<file path="src/rtl/swtlb_pkg.sv">
package swtlb_pkg;

  typedef enum logic [2:0] {
    SEL_CTRL  = 3'd0,
    SEL_PAGE  = 3'd1,
    SEL_WALK  = 3'd2,
    SEL_REAL  = 3'd3,
    SEL_BASE  = 3'd4,
    SEL_CTX   = 3'd5
  } reg_sel_e;

  localparam logic [31:0] CTRL_RST = 32'h0400_0000;
  localparam int          CTX_W    = 4;

  typedef struct packed {
    logic             valid;
    logic [19:0]      page;
    logic [CTX_W-1:0] ctx;
    logic [3:0]       grp;
    logic             guard;
    logic [1:0]       size;
    logic             wthru;
    logic             segv;
    logic [19:0]      rpage;
    logic             big16;
  } slot_t;

  // Offset bits covered by a page of the given size code.
  function automatic logic [31:0] offset_mask(input logic [1:0] size, input logic big16);
    case (size)
      2'b11:   offset_mask = 32'h007F_FFFF;
      2'b01:   offset_mask = 32'h0007_FFFF;
      default: offset_mask = big16 ? 32'h0000_3FFF : 32'h0000_0FFF;
    endcase
  endfunction

  function automatic logic [31:0] l1_pointer(input logic [31:0] base, input logic [31:0] page);
    l1_pointer = {base[31:12], page[31:22], 2'b00};
  endfunction

  function automatic logic [31:0] l2_pointer(input logic [31:0] walk, input logic [31:0] page);
    l2_pointer = {walk[31:12], 12'h000} + {20'h0, page[21:12], 2'b00};
  endfunction

  function automatic slot_t make_slot(input logic [31:0] page, input logic [31:0] walk,
                                      input logic [31:0] real_word);
    slot_t s;
    s.valid = page[9];
    s.page  = page[31:12];
    s.ctx   = page[CTX_W-1:0];
    s.grp   = walk[8:5];
    s.guard = walk[4];
    s.size  = walk[3:2];
    s.wthru = walk[1];
    s.segv  = walk[0];
    s.rpage = real_word[31:12];
    s.big16 = real_word[3];
    make_slot = s;
  endfunction

endpackage

</file>
<file path="src/rtl/swtlb_regs.sv">
module swtlb_regs
  import swtlb_pkg::*;
#(
  parameter int IDX_W = 5
) (
  input  logic                clk,
  input  logic                rst_n,
  input  logic                reg_we,
  input  logic [2:0]          reg_sel,
  input  logic [31:0]         reg_wdata,
  output logic [31:0]         reg_rdata,
  input  logic                miss_cap,
  input  logic [19:0]         miss_page,
  output logic                slot_load,
  output logic [IDX_W-1:0]    slot_idx,
  output slot_t               slot_new,
  output logic [CTX_W-1:0]    ctx,
  output logic [31:0]         ctrl_q,
  output logic [31:0]         page_q
);

  logic [31:0]      walk_q;
  logic [31:0]      base_q;
  logic [CTX_W-1:0] ctx_q;
  logic             wr_page;

  assign wr_page   = reg_we && (reg_sel == SEL_PAGE);
  assign slot_load = reg_we && (reg_sel == SEL_REAL);
  assign slot_idx  = ctrl_q[8 +: IDX_W];
  assign slot_new  = make_slot(page_q, walk_q, reg_wdata);
  assign ctx       = ctx_q;

  always_ff @(posedge clk) begin
    if (!rst_n) begin
      ctrl_q <= CTRL_RST;
      page_q <= '0;
      walk_q <= '0;
      base_q <= '0;
      ctx_q  <= '0;
    end else begin
      if (reg_we && reg_sel == SEL_CTRL) ctrl_q <= reg_wdata;
      if (reg_we && reg_sel == SEL_WALK) walk_q <= reg_wdata;
      if (reg_we && reg_sel == SEL_BASE) base_q <= reg_wdata;
      if (reg_we && reg_sel == SEL_CTX)  ctx_q  <= reg_wdata[CTX_W-1:0];
      if (wr_page)       page_q <= reg_wdata;
      else if (miss_cap) page_q <= {miss_page, 8'h00, ctx_q};
    end
  end

  always_comb begin
    case (reg_sel)
      SEL_CTRL: reg_rdata = ctrl_q;
      SEL_PAGE: reg_rdata = page_q;
      SEL_WALK: reg_rdata = l2_pointer(walk_q, page_q);
      SEL_BASE: reg_rdata = l1_pointer(base_q, page_q);
      SEL_CTX:  reg_rdata = {{(32-CTX_W){1'b0}}, ctx_q};
      default:  reg_rdata = '0;
    endcase
  end

endmodule

</file>
<file path="src/rtl/swtlb_array.sv">
module swtlb_array
  import swtlb_pkg::*;
#(
  parameter int ENTRIES = 32,
  parameter int IDX_W   = $clog2(ENTRIES)
) (
  input  logic                clk,
  input  logic                rst_n,
  input  logic                wr_en,
  input  logic [IDX_W-1:0]    wr_idx,
  input  slot_t               wr_slot,
  input  logic                lk_valid,
  input  logic [31:0]         lk_ea,
  input  logic [CTX_W-1:0]    lk_ctx,
  output logic [ENTRIES-1:0]  hit_vec,
  output logic                hit,
  output logic [IDX_W-1:0]    hit_idx,
  output logic [19:0]         sel_rpage,
  output logic [31:0]         sel_mask,
  output logic [3:0]          sel_grp,
  output logic                sel_guard,
  output logic                sel_wthru,
  output logic                sel_segv
);

  slot_t slots [ENTRIES];

  for (genvar g = 0; g < ENTRIES; g++) begin : g_slot
    logic [31:0] mask;
    assign mask = offset_mask(slots[g].size, slots[g].big16);
    assign hit_vec[g] = lk_valid && slots[g].valid && (slots[g].ctx == lk_ctx) &&
                        (((lk_ea ^ {slots[g].page, 12'h000}) & ~mask) == 32'h0);

    always_ff @(posedge clk) begin
      if (!rst_n) slots[g] <= '0;
      else if (wr_en && wr_idx == IDX_W'(g)) slots[g] <= wr_slot;
    end
  end

  always_comb begin
    hit_idx = '0;
    for (int i = ENTRIES - 1; i >= 0; i--) begin
      if (hit_vec[i]) hit_idx = IDX_W'(i);
    end
  end

  assign hit       = |hit_vec;
  assign sel_rpage = slots[hit_idx].rpage;
  assign sel_mask  = offset_mask(slots[hit_idx].size, slots[hit_idx].big16);
  assign sel_grp   = slots[hit_idx].grp;
  assign sel_guard = slots[hit_idx].guard;
  assign sel_wthru = slots[hit_idx].wthru;
  assign sel_segv  = slots[hit_idx].segv;

endmodule

</file>
<file path="src/rtl/swtlb.sv">
module swtlb
  import swtlb_pkg::*;
#(
  parameter int ENTRIES = 32,
  parameter int IDX_W   = $clog2(ENTRIES)
) (
  input  logic             clk,
  input  logic             rst_n,
  input  logic             reg_we,
  input  logic [2:0]       reg_sel,
  input  logic [31:0]      reg_wdata,
  output logic [31:0]      reg_rdata,
  input  logic             lk_valid,
  input  logic [31:0]      lk_ea,
  output logic             lk_hit,
  output logic [IDX_W-1:0] lk_index,
  output logic [31:0]      lk_pa,
  output logic [3:0]       lk_apg,
  output logic             lk_guarded,
  output logic             lk_wt,
  output logic             lk_seg_valid
);

  logic               slot_load;
  logic [IDX_W-1:0]   slot_idx;
  slot_t              slot_new;
  logic [CTX_W-1:0]   ctx;
  logic [31:0]        ctrl_q;
  logic [31:0]        page_q;
  logic [ENTRIES-1:0] hit_vec;
  logic               miss_cap;
  logic [19:0]        sel_rpage;
  logic [31:0]        sel_mask;

  assign miss_cap = lk_valid && !lk_hit;

  swtlb_regs #(.IDX_W(IDX_W)) u_regs (
    .clk       (clk),
    .rst_n     (rst_n),
    .reg_we    (reg_we),
    .reg_sel   (reg_sel),
    .reg_wdata (reg_wdata),
    .reg_rdata (reg_rdata),
    .miss_cap  (miss_cap),
    .miss_page (lk_ea[31:12]),
    .slot_load (slot_load),
    .slot_idx  (slot_idx),
    .slot_new  (slot_new),
    .ctx       (ctx),
    .ctrl_q    (ctrl_q),
    .page_q    (page_q)
  );

  swtlb_array #(.ENTRIES(ENTRIES), .IDX_W(IDX_W)) u_array (
    .clk       (clk),
    .rst_n     (rst_n),
    .wr_en     (slot_load),
    .wr_idx    (slot_idx),
    .wr_slot   (slot_new),
    .lk_valid  (lk_valid),
    .lk_ea     (lk_ea),
    .lk_ctx    (ctx),
    .hit_vec   (hit_vec),
    .hit       (lk_hit),
    .hit_idx   (lk_index),
    .sel_rpage (sel_rpage),
    .sel_mask  (sel_mask),
    .sel_grp   (lk_apg),
    .sel_guard (lk_guarded),
    .sel_wthru (lk_wt),
    .sel_segv  (lk_seg_valid)
  );

  assign lk_pa = ({sel_rpage, 12'h000} & ~sel_mask) | (lk_ea & sel_mask);

endmodule

</file>
<file path="config.mk">
export PLATFORM = sky130hd
export DESIGN_NAME = swtlb
export DESIGN_NICKNAME = d
export VERILOG_FILES = /design/src/rtl/swtlb_pkg.sv /design/src/rtl/swtlb_regs.sv /design/src/rtl/swtlb_array.sv /design/src/rtl/swtlb.sv
export SDC_FILE = /design/constraint.sdc
export NUM_CORES = 2
export LEC_CHECK = 0
export BUFFER_PORTS_ARGS = -buffer_cell sky130_fd_sc_hd__buf_4
export CORE_MARGIN = 8
export CORE_UTILIZATION = 30
export CTS_CLUSTER_SIZE = 30
export DETAILED_ROUTE_END_ITERATION = 7
export SLEW_MARGIN = 20
export SYNTH_ARGS = -nofsm -noshare
export SYNTH_HDL_FRONTEND = slang
export SYNTH_SLANG_ARGS = --single-unit
</file>
<file path="constraint.sdc">
create_clock -name clk -period 12.7 [get_ports clk]
set_clock_uncertainty 0.2 [all_clocks]
set_input_delay 0.635 -clock clk [delete_from_list [all_inputs] [get_ports clk]]
set_output_delay 0.635 -clock clk [all_outputs]
set_load 0.02 [all_outputs]
</file>
# Word level (Yosys, flattened, before mapping)
# Memories as Yosys holds them, arrays and structs flattened.
# Cells that the tools add are included.
dict set report word_totals {
  elab_cells 675
  ram_bits 1760
  regBits 132
  inputBits 71
  mem_count 1
}
dict set report op_classes {
  n_eq_ne 134
  add_sub_neg 1
  n_reduce_logical 172
  n_mux 230
  n_bitwise 132
}
# memory depth width rd rd_ports_with_merged_regs write_ports line_no
set memory_table {}
lappend memory_table {u_array.slots 32 55 33 0 32 swtlb_array.sv:26} ;# slot_t slots [ENTRIES];
# op count
set op_table {}
lappend op_table {{$pmux W32 S2} 33}
lappend op_table {{$mux W55} 32}
lappend op_table {{$and A32 B32 Y32} 34}
lappend op_table {{$not A32 Y32} 33}
lappend op_table {{$logic_not A32 Y1} 32}
lappend op_table {{$xor A32 B32 Y32} 32}
lappend op_table {{$mux W14} 33}
lappend op_table {{$mux W5} 32}
lappend op_table {{$pmux W32 S5} 1}
lappend op_table {{$logic_and A1 B1 Y1} 135}
lappend op_table {{$eq A4 B4 Y1} 32}
lappend op_table {{$mux W1} 97}
lappend op_table {{$eq A5 B5 Y1 const B} 16}
lappend op_table {{$eq A2 B1 Y1 const B} 33}
lappend op_table {{$eq A2 B2 Y1 const B} 33}
lappend op_table {{$mux W32} 2}
lappend op_table {{$eq A5 B4 Y1 const B} 8}
lappend op_table {{$add A32 B12 Y32} 1}
lappend op_table {{$or A1 B1 Y1} 32}
lappend op_table {{$or A32 B32 Y32} 1}
lappend op_table {{$reduce_or A32 Y1} 1}
lappend op_table {{$eq A5 B3 Y1 const B} 4}
lappend op_table {{$eq A5 B2 Y1 const B} 2}
lappend op_table {{$eq A3 B2 Y1 const B} 2}
lappend op_table {{7 further kinds} 8}

# Logic depth before layout (Yosys ltp)
# An unclocked memory read counts as a cell.
dict set report logic_depth {
  ltp_word 45
  mapped_depth 22
}

# By module
# A second synthesis with hierarchy kept.
dict set report unflattened {
  hier_cells 7582
  hier_area_um2 93546.0
}
# mod n_inst seq_area_each_um2 cells_each area_each_um2
set modules_own_cells {}
lappend modules_own_cells {swtlb_array 1 52850.7 6822 87109.8}
lappend modules_own_cells {swtlb_regs 1 2342.2 727 6054.6}
lappend modules_own_cells {swtlb 1 0.0 33 381.6}

# Worst setup path after synthesis
# Ideal clock, no wire load.
dict set report synth_timing {
  kind {input to register}
  startpoint {input port reg_sel[1]}
  endpoint {memory u_array.slots[2][0] (netlist bit), enable pin}
  path_stages 6
  setup_ps 544
  t_arrival_ps 5519
  path_buffers 3
  slack_ps 6437
  required_ps 11956
  cell_sequence {clkbuf_1 nand3_1 or3_1 clkbuf_1 buf_1 o21ai_0}
}
# item line_no
set synth_lines {}
lappend synth_lines {{from (decl)} swtlb.sv:10} ;# input logic [2:0] reg_sel,
lappend synth_lines {{to (decl)} swtlb_array.sv:26}

# Worst setup path after layout
dict set report layout_timing {
  startpoint {register u_regs.ctx_q[1], in the netlist u_regs.ctx[1]}
  endpoint {output port lk_pa[18]}
}
dict set report layout_via {
  elab_chain_cells 41
}
# item line_no
set layout_rtl {}
lappend layout_rtl {{from (decl)} swtlb_regs.sv:24} ;# logic [CTX_W-1:0] ctx_q;
lappend layout_rtl {{from (signal assigned)} swtlb_regs.sv:44} ;# if (reg_we && reg_sel == SEL_CTX) ctx_q <= reg_wdata[CTX_W-1:0];
lappend layout_rtl {{$eq A4 B4 Y1} swtlb_array.sv:31} ;# assign hit_vec[g] = lk_valid && slots[g].valid && (slots[g].ctx == lk_ctx) &&
lappend layout_rtl {{$logic_and A1 B1 Y1 (2 in a row)} swtlb_array.sv:31}
lappend layout_rtl {{$mux W5 (31 in a row)} swtlb_array.sv:43} ;# if (hit_vec[i]) hit_idx = IDX_W'(i);
lappend layout_rtl {{$mux W5 *} swtlb_array.sv:43}
lappend layout_rtl {{$mem_v2 Z32 W55 *} n/a}
lappend layout_rtl {{$eq A2 B1 Y1 / $eq A2 B2 Y1 (equally long branches)} swtlb_pkg.sv:30} ;# case (size)
lappend layout_rtl {{$pmux W32 S2} swtlb_pkg.sv:30}
lappend layout_rtl {{$not A32 Y32} swtlb.sv:74} ;# assign lk_pa = ({sel_rpage, 12'h000} & ~sel_mask) | (lk_ea & sel_mask);
lappend layout_rtl {{$and A32 B32 Y32} swtlb.sv:74}
lappend layout_rtl {{$or A32 B32 Y32 *} swtlb.sv:74}
lappend layout_rtl {{to (decl)} swtlb.sv:17} ;# output logic [31:0] lk_pa,
# Every way passes the cells marked *; elsewhere a longest branch is shown, timed or not.

==> impl.org <==
** Outcome
- Result of the run :: finished, final reports clean

** Detailed routing
- Overall routed net length :: 317,000 um
- Dividing the detail-routed via count by the number of cells gives 5.26.
- Routed via count :: 61,400
- The count of nets left with antenna violations once routing finished came out at 0.
- For this run, design rule violations remaining after detail routing come to 0.
- Routed wire per std cell :: 27.1 um
- First-pass iteration count of the detailed router :: 6
- Number of DRC markers in iteration 0 :: 8,199

** Worst hold path
- Hold endpoint :: u_regs.base_q[21]$_SDFFE_PN0P_
- In this run the most critical hold path is launched from reg_wdata[21].
- Min-Delay Path Class :: in2reg
- The worst hold path passes through 3 cells.

** Timing
- For the pin with the worst max-slew slack, the measured transition is 1.19 ns.
- TNS Setup :: 0 ns
- Static timing analysis puts the maximum clock frequency at 103 MHz.
- Setup violations remaining at the end of the flow were counted as 0.
- After layout, the minimum clock period comes to 9.73 ns.
- Final clock period utilization by the worst path :: 76.6%
- Hold Slack :: 0.0295 ns
- The count of final max-slew check failures is 0.
- The final number of hold-violating endpoints was 0.
- Max-slew headroom at the worst pin :: 21.0%
- Setup repair after global routing left no endpoint under its margin.

** Global route
- Residual overflow from global routing :: 0
- Entering global routing, the biggest net connects 128 pins.
- The number of antenna violations at the first check in global routing is 28.
- The number of global-route vias before repair is 60,200.
- First-pass GRT wire length :: 444,000 um
- Total routing usage reported by global routing :: 18.6%

** Finish
- The net count of the finished layout is 7,492.
- Area delta synth->final :: 12.7%
- Area of the multi-input gates :: 34,900 um2
- Layout fillers :: 30,100
- Ratio of cells with drive above 1 in the final layout :: 10.9%
- Most common cell after layout, fill and taps aside :: sky130_fd_sc_hd__and2_1
- Summing all flip-flop and latch instances after layout gives 55,200 um2.
- Leaving out fill and tap cells, the most frequent cells in the layout are sky130_fd_sc_hd__and2_1, sky130_fd_sc_hd__edfxtp_1, sky130_fd_sc_hd__xor2_1.

** Power
- The analysis attributes to cell leakage a power of 36.8 nW.
- IR analysis of the VDD net gives a maximum drop of 0.000109 V.
- Power spread over the standard cell area amounts to 133 nW/um2.

** Setup path
- The worst setup path is launched from a register.
- Cell class contributing the biggest share of worst-path delay :: compound AO/OA/AOI/OAI gates
- The critical path is of the reg2out type.
- Worst endpoint data arrival time :: 8.89 ns
- Walking the worst path, the cells encountered are buf_4 -> xnor2_1 -> nand4_1 -> nor4_1 -> o21ai_0 -> a21boi_0 -> o2111ai_1 -> a211o_1 -> nor2_8 -> buf_12 -> buf_4 -> mux2i_1 -> a221oi_1 -> a22oi_1 -> nand3_1 -> o21ai_0 -> mux2i_1 -> buf_4.
- In this run the worst path has a maximum fanout of 84.
- Counting both buffers and inverters, the worst setup path holds a total of 4.
- In this design, the critical path's most frequently occurring cell is sky130_fd_sc_hd__buf_4.
- Data on the critical path is required at its endpoint by 11.86 ns.
- The worst register-to-register path begins at u_regs.ctx[0]$_SDFFE_PN0P_.
- Among all stages on the critical path, the largest delay is contributed by sky130_fd_sc_hd__buf_4.
- R2r setup slk :: 6.84 ns
- Critical Path Max Stage Delay :: 0.81 ns
- End of the worst register-to-register path :: u_regs.page_q[7]$_SDFFE_PN0P_
- Endpoint type of the worst setup path :: output port
- Cell depth of the worst flop-to-flop path :: 15

** Placed design
- Input/output buffers :: 123
- GPL Wtd Cong :: 0.956
- Detailed placement ended at an HPWL of 187,000 um.

** Clocking
- Count of cells resized by post-cts repair :: 0
- Clock-pin slew was measured on the worst setup and hold paths at 0.06 ns.
- Maximum root-to-sink buffer count :: 4
- The later pin in the worst-skew pair is clocked with a latency of 0.87 ns.
- The number of setup buffers added after CTS is 0.
- The H-tree was split into 4 levels.
- In this run the clock root is driven by a sky130_fd_sc_hd__clkbuf_16.
- Clock buffers created by TritonCTS :: 196
- CTS saw 1,877 sinks.
- Clock tree from TritonCTS :: yes

** Floorplan
- Floorplan die width :: 571 um
- The die covers 327,000 um2.
- Standard cell core area :: 308,000 um2
- 148 I/O pins were placed.
- Vertical extent of the die :: 571 um
- Initial standard-cell utilization of the core :: 30.1%
- After floorplanning, the core was divided into 204 placement rows.

** Flow run
- Across the run, the number of max-cap violations was 0.

** Synthesis
- A synthesized cell averages 12.2 um2.
- The mapped netlist covers 92,500 um2.
- Register bit count reported by yosys :: 1,877
- The cell count after synthesis came out at 7,573.
- Among all flip-flop cells after synthesis, the most frequent one is sky130_fd_sc_hd__edfxtp_1.
- Sequential cell area fraction in the yosys report :: 59.6%
- For this run, the number of Yosys warnings is 0.
- Number of enable flip-flop cells after synthesis :: 1,760
- The number of nets in the synthesized netlist is 7,644.
- Counting flops with an async set or reset pin after synthesis yields a share of 0%.
- The netlist uses 83 different library cells.
-- registers in the layout, summed over array words and instances, names as in the netlist --
signal / cells
u_array.slots: 1760
u_regs.base_q: 20
u_regs.ctrl_q: 32
u_regs.ctx: 4
u_regs.page_q: 32
u_regs.walk_q: 29
-- worst register-to-register path: stages (launching register included) --
cell                      delay [ns]
sky130_fd_sc_hd__dfxtp_2        0.61
sky130_fd_sc_hd__buf_4          0.68
sky130_fd_sc_hd__xnor2_1        0.28
sky130_fd_sc_hd__or4b_1         0.47
sky130_fd_sc_hd__or4_1          0.58
sky130_fd_sc_hd__nor3_1         0.68
sky130_fd_sc_hd__o21ba_2        0.29
sky130_fd_sc_hd__nand2_1        0.06
sky130_fd_sc_hd__nor3_1         0.08
sky130_fd_sc_hd__buf_4          0.17
sky130_fd_sc_hd__nor2b_1        0.16
sky130_fd_sc_hd__nand2_1        0.36
sky130_fd_sc_hd__inv_1          0.11
sky130_fd_sc_hd__a21oi_1        0.76
sky130_fd_sc_hd__a22oi_1        0.16
sky130_fd_sc_hd__nor2b_1        0.15
-- routing by layer --
layer  part of all wire [%]  vias to the layer above  global-route usage [%]
li1                       -                    26400                       -
met2                     45                     3095                    29.9
met1                     41                    31400                    25.0
met3                    9.1                      599                    3.32
met5                 0.0041                        -                       0
met4                    4.4                        2                    7.34
-- cells in the mapped netlist, types with 94 or more instances --
cell type,number,area (um2)
sky130_fd_sc_hd__mux2_2,120,1350
sky130_fd_sc_hd__xor2_1,418,3660
sky130_fd_sc_hd__xnor2_1,350,3070
sky130_fd_sc_hd__a211oi_1,153,1150
sky130_fd_sc_hd__edfxtp_1,1760,52900
sky130_fd_sc_hd__nor2_1,209,785
sky130_fd_sc_hd__clkbuf_1,452,1700
sky130_fd_sc_hd__and2_1,1814,11300
sky130_fd_sc_hd__nand2_1,386,1450
sky130_fd_sc_hd__nand4_1,101,632
sky130_fd_sc_hd__mux2i_1,339,3390
sky130_fd_sc_hd__a21oi_1,139,696
sky130_fd_sc_hd__o21ai_0,149,746
sky130_fd_sc_hd__dfxtp_1,117,2340
sky130_fd_sc_hd__buf_4,94,706
sky130_fd_sc_hd__nor4_1,154,963
-- report_power, final --
part	switching (mW)	internal, mW	total, mW
Sequential	0.100	6.95	7.05
Combinational	0.660	0.247	0.907
Clock	2.50	3.38	5.88
Total	3.26	10.6	13.8
-- worst max path at each step --
stage	to	slack, ns	depth (start not counted)	from
2_1_floorplan	u_array.slots[2][0]$_SDFFCE_PN0P_	6.44	6	reg_sel[1]
3_3_place_gp	lk_pa[16]	3.95	19	lk_ea[25]
3_5_place_dp	lk_pa[18]	3.84	19	lk_ea[25]
4_1_cts	lk_pa[18]	3.07	18	u_regs.ctx[1]$_SDFFE_PN0P_
5_1_grt	lk_pa[16]	2.76	18	u_regs.ctx[1]$_SDFFE_PN0P_
6_report	lk_pa[18]	2.97	18	u_regs.ctx[1]$_SDFFE_PN0P_
-- area by class of cell --
type	count	share of cell area, %
inverters	26	0.0960
well taps	4120	4.94
diodes	9	0.0216
clock inverters	96	1.08
clock buffers	242	4.98
repair buffers	323	2.49
flip-flops and latches	1877	52.9
multi-input cells	4997	33.5
-- per-stage QoR --
stage	cells	worst slack, ns	cell area [um2]	total power, mW	utilization [%]
after floorplan	7573	6.44	92500	7.70	-
after global placement	11300	3.95	97700	8.05	31.7
after detailed placement	11300	3.84	97700	8.07	31.7
after CTS	11700	3.07	104000	13.9	33.9
after global routing	11700	2.76	104000	14.2	33.9
final	11700	2.97	104000	13.8	33.9
-- kinds of logic (layout without fill, tap and decap cells) --
kind of cell,after synthesis,in the layout,synth area share [%]
XOR/XNOR,768,768,7.27
buffers and inverters,699,687,3.44
other,0,9,0
AND/OR/NAND/NOR,2942,2942,18.3
flip-flops,1877,1877,59.6
multiplexers,461,461,5.18
AO/OA/AOI/OAI,826,826,6.19
-- timing repair --
action	CTS	global route
hold endpoints to repair	48	0
setup endpoints to repair	0	0
hold buffers	17	0
Power figures use the tool's default switching activity.
